[src/rtl/div_seq_pkg.sv]
package div_seq_pkg;
    typedef enum logic {
        S_IDLE = 1'b0,
        S_RUN  = 1'b1
    } div_state_e;
endpackage

[src/rtl/div_prep.sv]
module div_prep #(
    parameter int DVS_W = 16,
    localparam int DVD_W = 2 * DVS_W
) (
    input  logic             signed_mode,
    input  logic [DVD_W-1:0] dividend,
    input  logic [DVS_W-1:0] divisor,
    output logic [DVD_W-1:0] dvd_mag,
    output logic [DVS_W-1:0] dvs_mag,
    output logic             q_neg,
    output logic             r_neg,
    output logic             dvs_zero,
    output logic             pre_ovf
);
    logic dvd_neg, dvs_neg;

    always_comb begin
        dvd_neg  = signed_mode & dividend[DVD_W-1];
        dvs_neg  = signed_mode & divisor[DVS_W-1];
        dvd_mag  = dvd_neg ? (~dividend + 1'b1) : dividend;
        dvs_mag  = dvs_neg ? (~divisor + 1'b1) : divisor;
        q_neg    = dvd_neg ^ dvs_neg;
        r_neg    = dvd_neg;
        dvs_zero = (divisor == '0);
        // quotient magnitude fits DVS_W bits only if upper half < divisor
        pre_ovf  = (dvd_mag[DVD_W-1:DVS_W] >= dvs_mag);
    end
endmodule

[src/rtl/div_step.sv]
module div_step #(
    parameter int DVS_W = 16
) (
    input  logic [DVS_W-1:0] rem,
    input  logic             bit_in,
    input  logic [DVS_W-1:0] dvs,
    output logic [DVS_W-1:0] rem_nxt,
    output logic             q_bit
);
    logic [DVS_W:0] trial, diff;

    always_comb begin
        trial   = {rem, bit_in};
        diff    = trial - {1'b0, dvs};
        q_bit   = (trial >= {1'b0, dvs});
        rem_nxt = q_bit ? diff[DVS_W-1:0] : trial[DVS_W-1:0];
    end
endmodule

[src/rtl/div_fix.sv]
module div_fix #(
    parameter int DVS_W = 16,
    localparam int DVD_W = 2 * DVS_W
) (
    input  logic [DVS_W-1:0] q_mag,
    input  logic [DVS_W-1:0] r_mag,
    input  logic             q_neg,
    input  logic             r_neg,
    input  logic             sgn,
    input  logic             pre_ovf,
    output logic [DVD_W-1:0] res,
    output logic             ovf,
    output logic             fz,
    output logic             fn
);
    logic [DVS_W-1:0] q_val, r_val;
    logic             range_ovf;

    always_comb begin
        q_val     = q_neg ? (~q_mag + 1'b1) : q_mag;
        r_val     = r_neg ? (~r_mag + 1'b1) : r_mag;
        // signed: positive limit 2^(W-1)-1, negative limit 2^(W-1)
        range_ovf = sgn & q_mag[DVS_W-1] & (~q_neg | (|q_mag[DVS_W-2:0]));
        ovf       = pre_ovf | range_ovf;
        res       = {r_val, q_val};
        fz        = (q_val == '0);
        fn        = q_val[DVS_W-1];
    end
endmodule

[src/rtl/div32by16_seq.sv]
module div32by16_seq
    import div_seq_pkg::*;
#(
    parameter int DVS_W = 16,
    localparam int DVD_W = 2 * DVS_W,
    localparam int CNT_W = $clog2(DVS_W + 1)
) (
    input  logic             clk,
    input  logic             rst_n,
    input  logic             start,
    input  logic             signed_mode,
    input  logic [DVD_W-1:0] dividend,
    input  logic [DVS_W-1:0] divisor,
    output logic             busy,
    output logic             done,
    output logic [DVD_W-1:0] result,
    output logic             div_zero,
    output logic             overflow,
    output logic             flag_zero,
    output logic             flag_neg
);
    typedef struct packed {
        div_state_e       st;
        logic [CNT_W-1:0] cnt;
        logic [DVS_W-1:0] rem;
        logic [DVS_W-1:0] shr;
        logic [DVS_W-1:0] dvs;
        logic             qneg;
        logic             rneg;
        logic             sgn;
        logic             povf;
        logic             done;
        logic             dz;
        logic             ovf;
        logic             fz;
        logic             fn;
        logic [DVD_W-1:0] res;
    } regs_t;

    regs_t r_q, r_d;

    logic [DVD_W-1:0] p_dvd_mag;
    logic [DVS_W-1:0] p_dvs_mag, s_rem_nxt, s_shr_nxt;
    logic             p_qneg, p_rneg, p_zero, p_povf, s_qbit;
    logic [DVD_W-1:0] f_res;
    logic             f_ovf, f_fz, f_fn;

    div_prep #(.DVS_W(DVS_W)) u_prep (
        .signed_mode(signed_mode), .dividend(dividend), .divisor(divisor),
        .dvd_mag(p_dvd_mag), .dvs_mag(p_dvs_mag), .q_neg(p_qneg),
        .r_neg(p_rneg), .dvs_zero(p_zero), .pre_ovf(p_povf)
    );

    div_step #(.DVS_W(DVS_W)) u_step (
        .rem(r_q.rem), .bit_in(r_q.shr[DVS_W-1]), .dvs(r_q.dvs),
        .rem_nxt(s_rem_nxt), .q_bit(s_qbit)
    );

    assign s_shr_nxt = {r_q.shr[DVS_W-2:0], s_qbit};

    div_fix #(.DVS_W(DVS_W)) u_fix (
        .q_mag(s_shr_nxt), .r_mag(s_rem_nxt), .q_neg(r_q.qneg),
        .r_neg(r_q.rneg), .sgn(r_q.sgn), .pre_ovf(r_q.povf),
        .res(f_res), .ovf(f_ovf), .fz(f_fz), .fn(f_fn)
    );

    always_comb begin
        r_d      = r_q;
        r_d.done = 1'b0;
        case (r_q.st)
            S_IDLE: begin
                if (start) begin
                    if (p_zero) begin
                        r_d.done = 1'b1;
                        r_d.dz   = 1'b1;
                        r_d.ovf  = 1'b0;
                        r_d.fz   = 1'b0;
                        r_d.fn   = 1'b0;
                    end else begin
                        r_d.st   = S_RUN;
                        r_d.cnt  = CNT_W'(DVS_W);
                        r_d.rem  = p_dvd_mag[DVD_W-1:DVS_W];
                        r_d.shr  = p_dvd_mag[DVS_W-1:0];
                        r_d.dvs  = p_dvs_mag;
                        r_d.qneg = p_qneg;
                        r_d.rneg = p_rneg;
                        r_d.sgn  = signed_mode;
                        r_d.povf = p_povf;
                    end
                end
            end
            S_RUN: begin
                r_d.rem = s_rem_nxt;
                r_d.shr = s_shr_nxt;
                r_d.cnt = r_q.cnt - 1'b1;
                if (r_q.cnt == CNT_W'(1)) begin
                    r_d.st   = S_IDLE;
                    r_d.done = 1'b1;
                    r_d.dz   = 1'b0;
                    r_d.ovf  = f_ovf;
                    r_d.fz   = f_ovf ? 1'b0 : f_fz;
                    r_d.fn   = f_ovf ? 1'b0 : f_fn;
                    if (!f_ovf) r_d.res = f_res;
                end
            end
            default: r_d.st = S_IDLE;
        endcase
    end

    always_ff @(posedge clk or negedge rst_n) begin
        if (!rst_n) r_q <= '0;
        else        r_q <= r_d;
    end

    assign busy      = (r_q.st == S_RUN);
    assign done      = r_q.done;
    assign result    = r_q.res;
    assign div_zero  = r_q.dz;
    assign overflow  = r_q.ovf;
    assign flag_zero = r_q.fz;
    assign flag_neg  = r_q.fn;

    assert_div0_fast_R3: assert property (@(posedge clk) disable iff (!rst_n)
        (start && !busy && divisor == '0) |=> (done && div_zero && !overflow));

    assert_err_hold_R4: assert property (@(posedge clk) disable iff (!rst_n)
        (done && (div_zero || overflow)) |-> $stable(result));

    assert_flags_clear_R9: assert property (@(posedge clk) disable iff (!rst_n)
        (div_zero || overflow) |-> !(flag_zero || flag_neg));

    assert_busy_no_done_R7: assert property (@(posedge clk) disable iff (!rst_n)
        busy |-> !done);

    assert_accept_R7: assert property (@(posedge clk) disable iff (!rst_n)
        (start && !busy && divisor != '0) |=> (busy && !done));

    assert_ignore_start_R8: assert property (@(posedge clk) disable iff (!rst_n)
        (busy && start) |=> (r_q.dvs == $past(r_q.dvs) && r_q.sgn == $past(r_q.sgn)));

    assert_rem_bound_R2: assert property (@(posedge clk) disable iff (!rst_n)
        (busy && !r_q.povf) |-> (r_q.rem < r_q.dvs));

    assert_rem_sign_R5: assert property (@(posedge clk) disable iff (!rst_n)
        (done && !div_zero && !overflow && r_q.sgn && result[DVD_W-1:DVS_W] != '0)
        |-> (result[DVD_W-1] == r_q.rneg));
endmodule

[config.mk]
export PLATFORM = sky130hd
export DESIGN_NAME = div32by16_seq
export DESIGN_NICKNAME = d
export VERILOG_FILES = /design/src/rtl/div_seq_pkg.sv /design/src/rtl/div_prep.sv /design/src/rtl/div_step.sv /design/src/rtl/div_fix.sv /design/src/rtl/div32by16_seq.sv
export SDC_FILE = /design/constraint.sdc
export NUM_CORES = 1
export LEC_CHECK = 0
export BUFFER_PORTS_ARGS = -buffer_cell sky130_fd_sc_hd__buf_2
export CORE_ASPECT_RATIO = 1.5
export CORE_MARGIN = 1.5
export CORE_UTILIZATION = 45
export DETAILED_ROUTE_END_ITERATION = 6
export PLACE_DENSITY = 0.74
export SYNTH_ARGS = -nofsm -noshare
export SYNTH_HDL_FRONTEND = slang
export SYNTH_SLANG_ARGS = --single-unit
[constraint.sdc]
create_clock -name clk -period 6.8 [get_ports clk]
set_input_delay 1.02 -clock clk [delete_from_list [all_inputs] [get_ports clk]]
set_output_delay 1.02 -clock clk [all_outputs]
set_load 0.02 [all_outputs]
Word-level counts from Yosys, hierarchy flattened
Cells that the tools add are included.

Register bits after elaboration: 95. Input port bits: 52. Output and inout bits: 38. Word-level logic and storage cells: 65.

Add/sub/neg operators: 6. Order comparisons: 2. Eq/ne operators: 5. Muxes and demuxes: 15. Bitwise operators: 15. Reduce and logical (&&, ||, !) cells: 7.

Operators with widths (number): $pmux W38 S2 (1); $mux W16 (4); $mux W32 (2); $mux W63 (1); $mux W58 (1); $add A16 B1 Y16 const B (3); $not A16 Y16 (3); $mux W37 (1); $add A32 B1 Y32 const B (1); $logic_not A16 Y1 (2); $not A32 Y32 (1); $ge A17 B16 Y1 (1); $ge A16 B16 Y1 (1); $sub A16 B16 Y16 (1); $reduce_or A15 Y1 (1); $pmux W5 S2 (1); $reduce_and A3 Y1 (3); $ne A2 B2 Y1 const B (3); $eq A5 B1 Y1 const B (1); $mux W5 (1); $sub A5 B1 Y5 const B (1); $and A1 B1 Y1 (4); $not A1 Y1 (4); $mux W1 (3); 4 further kinds (5).

Longest topological paths before layout
Word-level depth: 8. Mapped depth: 20. Gate-level depth less buffers: 17.

Cells and area by module
A second synthesis with hierarchy kept.

Cells, all modules: 835. Area total of the unflattened synthesis: 7867.5 sq um.

By module, submodules not included: div32by16_seq (instances 1, cells each 328, area each 4255.3 sq um, sequential area each 2377.3 sq um); div_prep (instances 1, cells each 220, area each 1574.0 sq um, sequential area each 0.0 sq um); div_step (instances 1, cells each 156, area each 1164.9 sq um, sequential area each 0.0 sq um); div_fix (instances 1, cells each 131, area each 873.3 sq um, sequential area each 0.0 sq um).

Worst setup path before layout
No wires, ideal clock.

Kind: reg2reg. Start point: register r_q[82] in the netlist's numbering. End point: register r_q (netlist bit flag_zero). Library setup time: 0.076 ns. Arrival: 4.583 ns. Data required time: 6.724 ns. Setup slack: 2.141 ns. Cell stages (with the launch flop): 19. Path buffers: 3. Period minus slack after synthesis: 4.659 ns. Path through: dfrtp_1 > ha_1 > buf_6 > a21o_1 > a31o_1 > a22o_1 > or3_1 > buf_6 > inv_4 > clkbuf_1 > ha_1 > nand2_1 > o41ai_2 > nand3_1 > xor2_1 > or3_1 > or4_1 > or4_1 > o21ai_1.

Word-level cells in the longest chain between the ends: 8. Elaborated cells between the ends (all ways): 12. Those cells by class: add/sub (1); order compare (1); mux (4); bitwise (4); reduce/logical (2).

Ends and longest elaborated chain: from (decl) (RTL line div32by16_seq.sv:40) `regs_t r_q, r_d;`; from (signal assigned) (RTL line div32by16_seq.sv:112) `else r_q <= r_d;`; $ge A17 B16 Y1 (*) (RTL line div_step.sv:15) `q_bit = (trial >= {1'b0, dvs});`; $not A16 Y16 / $reduce_or A15 Y1 (equally long branches) (RTL line div_fix.sv:20, div_fix.sv:23); $add A16 B1 Y16 / $or A1 B1 Y1 (equally long branches) (RTL line div_fix.sv:20, div_fix.sv:23); $mux W16 / $and A1 B1 Y1 (equally long branches) (RTL line div_fix.sv:20, div_fix.sv:23); $logic_not A16 Y1 / $or A1 B1 Y1 (equally long branches) (RTL line div_fix.sv:26, div_fix.sv:24); $mux W1 (*) (RTL line div32by16_seq.sv:101) `r_d.fz = f_ovf ? 1'b0 : f_fz;`; $mux W37 (*) (RTL line div32by16_seq.sv:96) `if (r_q.cnt == CNT_W'(1)) begin`; $pmux W5 S2 (*) (RTL line div32by16_seq.sv:70) `case (r_q.st)`.

Mark *: on every way between the ends. The rest lies on a longest branch, timed or not. The select of a mux whose other input is x is not followed. A chain may end at the register's enable or synchronous reset.

Worst setup path after layout
Start point: register r_q[75] in the netlist's numbering. End point: register r_q (netlist bit flag_zero).

The elaborated chain is that of the path after synthesis.

==> results.md <==
- The number of cell instances on the worst register-to-register path is 15.
- The max-capacitance violation count is 0.
- Wires add up to slightly below 20000 microns.
- Across all register-to-register paths, the minimum setup slack is 1960 ps.
- In the synthesized netlist the dominant register cell turns out to be sky130_fd_sc_hd__dfrtp_1.
- The layout cell share with drive strength beyond 1 is 15.3%.
- The count of TritonRoute iterations in the first routing pass is 7.
- The signal on the critical path passes through ha_1 > a21oi_1 > and2_1 > a2111oi_0 > or3_1 > inv_4 > ha_1 > nand2_1 > o41ai_2 > nand3_1 > xor2_1 > or3_1 > or4_1 > or4_1 > o21ai_1.
- The net total in the final layout is slightly above 1000.
- Using the TritonRoute via totals, the vias-per-cell ratio works out to 5.74.
- TritonCTS created 9 clock buffers.
- The clock drives 95 sinks.
- By area the synthesized netlist is led by sky130_fd_sc_hd__dfrtp_1, sky130_fd_sc_hd__ha_1, sky130_fd_sc_hd__o21ai_0.
- met2 is the most crowded layer.
- In this run the remaining antenna-violating nets after routing total 0.
- The number of remaining DRC errors is 0.
- The normalized max-slew margin is 27.4%.
- The count of cells in the finished layout, fillers not included, comes to 1148.
- The slew of the pin with the lowest slew margin is approximately 1100 ps.
- The filler cell count is 1591.
- The worst min-delay path startpoint is r_q[44].
- The type of the most critical hold path is reg -> reg.
- The number of global-route vias before repair is about 6300.
- The leakage power is 3.75 nW.
- The largest total area in the synthesized netlist belongs to sky130_fd_sc_hd__dfrtp_1.
- Counting tap cells, the placed design contains a total of 1132 instances.
- The cell area power density is 552 nW/um^2.
- STA classifies the critical path startpoint as a flip-flop.
- The post-synthesis instance total is approximately 910.
- The cell count of the worst hold path is 2.
- The routed layout has 6584 vias.
- Yosys mapped a number of flops with a built-in enable equal to 0.
- Counting every net in the synthesized netlist gives 999.
- At the later pin of the worst-skew pair, clock insertion delay measures roughly 360 ps.
- The core footprint is 16300 sq um.
- Setup repair after global routing left no endpoint under its margin.
- The number of levels in the clock H-tree is 3.
- Clock-pin slew was measured on the worst setup and hold paths at 80 ps.
- The met1 track utilization from global routing is 30.1%.
- The die covers between 15000 and 20000 sq um.
- The share of synthesized area in the top cell type comes to between 30% and 40%.
- The average instance in the mapped netlist occupies 8.30 sq um.
- TritonCTS built the clock tree.
- On the critical path the largest part of the delay comes from simple AND/OR/NAND/NOR gates.
- The final-layout setup total negative slack is 0 ps.
- The number of buffers and inverters on the critical path is 1.
- Of all nets on the critical path, the largest fanout is 19.
- The detailed-placement wirelength estimate is 15100 microns.
- The clock skew is between 8 and 9 ps.
- For met3 alone, demand over resource in global routing was about 3.3%.
- Entering global routing, the biggest net connects 72 pins.
- The unique cell type count in the Yosys netlist is 62.
- The area added between synthesis and finish is 8.40%.
- Static timing analysis puts the maximum clock frequency at 0.207 GHz.
- The number of synthesized register bits is 95.
- The category of the worst setup path capture point is a flip-flop.
- The number of antenna diodes in the final layout is 0.
- The number of hold buffers added after CTS was 0.
- The flow ran to the end, and the final reports show no timing, DRC or antenna violations.
- 90 I/O pins were placed.
- Summing every instance area after synthesis gives 7540 sq um.
- The worst hold path terminates at r_q[44].
- For this configuration, the core starts out at a cell density of 46.2%.
- From left edge to right edge, the die measures between 100 and 150 microns.
- The overall power consumption is 4.51 mW.
- The initialized floorplan defines 57 standard-cell rows.
- Hold is met by 477 ps.
- The initial antenna violation count is 0.
- No sink is reached through more buffers than the 2 on the longest clock path.
- The fraction of registers with async set/reset is 100%.
- Global routing consumed, on the met2 layer, between 30% and 40% of the routing resources.
- In this run the critical register-to-register path is launched from r_q[75].
- The hold violation total from the final report is 0.
- The largest stage delay on the critical path is ~480 ps.
- For this block, the initial DRC count from the detailed router was 393.
- The critical path is of the reg -> reg type.
- The total of cells resized after clock tree synthesis is 0.
- In the global route stage, overall resource usage came out at 23.0%.
- The highest ir drop seen on vdd is 0.000216 V.
- The overflow left after global routing is 0.
- The final worst setup slack is between 1500 and 2000 ps.
- The routed length per placed instance is 16.9 microns.
- In this run the tool buffered the top-level ports with 89 buffer cells.
- During synthesis, Yosys emitted a total of 0 warnings.
- In this run the clock root is driven by a sky130_fd_sc_hd__clkbuf_16.
- For this run, the register share of the synthesized area comes to 31.5%.
- The smallest clock period supported by the final layout is computed as 4840 ps.
- The final-report max-slew violation count came to 0.
- Dividing the final minimum period by the clock period gives 71.1%.
- The minimum setup slack after placement is 2050 ps.
- The endpoint identified for the worst register-to-register timing path is flag_zero.
- The required time of the worst setup path is 7090 ps.
- The weighted congestion at the end of routability-driven global placement is 0.930.
- The chip height is 162 microns.
- Setup violations remaining at the end of the flow were counted as 0.
- The number of buffers inserted by post-CTS setup repair is 0.
- The first global-routing pass estimated 31900 microns of wire.
- STA puts the critical path data arrival time at between 5000 and 6000 ps.
- Among all stages on the critical path, the largest delay is contributed by sky130_fd_sc_hd__o41ai_2.
-- kinds of logic (layout without fill, tap and decap cells) --
family	Yosys count	after routing	synth area share, %
flip-flops	95	95	31.5
AO/OA/AOI/OAI	224	224	18.4
XOR/XNOR	80	80	9.29
adder cells (fa/ha/maj)	39	39	6.57
multiplexers	55	55	7.58
buffers and inverters	117	151	7.85
AND/OR/NAND/NOR	298	298	18.7
-- per-layer routing --
metal	share of wire [%]	vias up
li1	-	3233
met1	45	3132
met2	49	182
met3	4.5	37
met4	2.3	0
met5	0	-
-- worst max path at each step --
stage / from / to / slack, ps / depth (start not counted)
after floorplan: r_q[82] / flag_zero / 2140 / 18
after global placement: r_q[75] / flag_zero / 2210 / 15
after detailed placement: r_q[75] / flag_zero / 2050 / 15
after CTS: r_q[75] / flag_zero / 1980 / 15
after global routing: r_q[75] / flag_zero / 1680 / 15
final: r_q[75] / flag_zero / 1960 / 15
-- final cells by class --
type,count,area (sq um),area share (%)
multi-input cells,696,4580,56.1
inverters,39,149,1.82
clock buffers,9,225,2.76
well taps,206,258,3.15
repair buffers,96,500,6.12
flip-flops and latches,95,2380,29.1
clock inverters,7,77.6,0.949
-- through the flow --
stage,area (sq um),utilization (%)
after floorplan,7540,-
after global placement,7870,48.2
after detailed placement,7870,48.2
after global routing,8170,50.0
after CTS,8170,50.0
final,8170,50.0
-- synthesized netlist by cell type (all sizes together) (4+ instances only) --
cell type and n:
a211oi 4, a21o 9, a21oi 59, a31oi 8, and2 7, and3 6, and4 4, buf 49
clkbuf 29, dfrtp 95, ha 38, inv 39, mux2 17, mux2i 38, nand2 106, nand2b 10
nand3 15, nand3b 4, nand4 6, nor2 76, nor2b 8, nor3 19, nor3b 5, nor4 6
o211ai 6, o21a 5, o21ai 85, o31ai 17, o41ai 9, or3 11, or4 8, xnor2 34
xor2 46
-- where the power goes --
part / leakage (nW) / internal, mW / switching [mW]
logic: 2.45 / 1.11 / 1.75
registers: 1.16 / 0.850 / 0.304
clock network: 0.144 / 0.260 / 0.245
-- registers in the layout, summed over array words and instances, names as in the netlist --
| name | cells |
|---|---|
| r_q | 57 |
| result | 32 |
| busy | 1 |
| div_zero | 1 |
| done | 1 |
| flag_neg | 1 |
| flag_zero | 1 |
| overflow | 1 |
-- layout by cell type (no fill, tap or decap), drive strengths merged, types with 3 or more instances in the layout --
cell type / n
mux2: 17
a21o: 9
clkbuf: 9
or2: 3
or3: 11
o21ai: 85
and2: 7
nor2: 76
buf: 96
o211ai: 6
o21a: 5
o32ai: 3
nor2b: 8
a31oi: 8
clkinv: 3
and4: 4
nand3b: 4
o41ai: 9
nor4: 6
or4: 8
and3: 6
xnor2: 34
nand2: 106
ha: 38
nor3b: 5
nor3: 19
xor2: 46
dfrtp: 95
a21oi: 59
o31ai: 17
inv: 42
mux2i: 38
nand4: 6
nand3: 15
a211oi: 4
nand2b: 10
-- worst register-to-register path, delay by kind of cell (launching register included) --
kind / cells / cell delay, ps
simple gates: 7 / 2160
compound gates: 4 / 1130
fa+ha+maj: 2 / 690
flops: 1 / 440
buf+inv: 1 / 200
xor+xnor: 1 / 180
No activity file was read; power rests on OpenSTA's default activity.
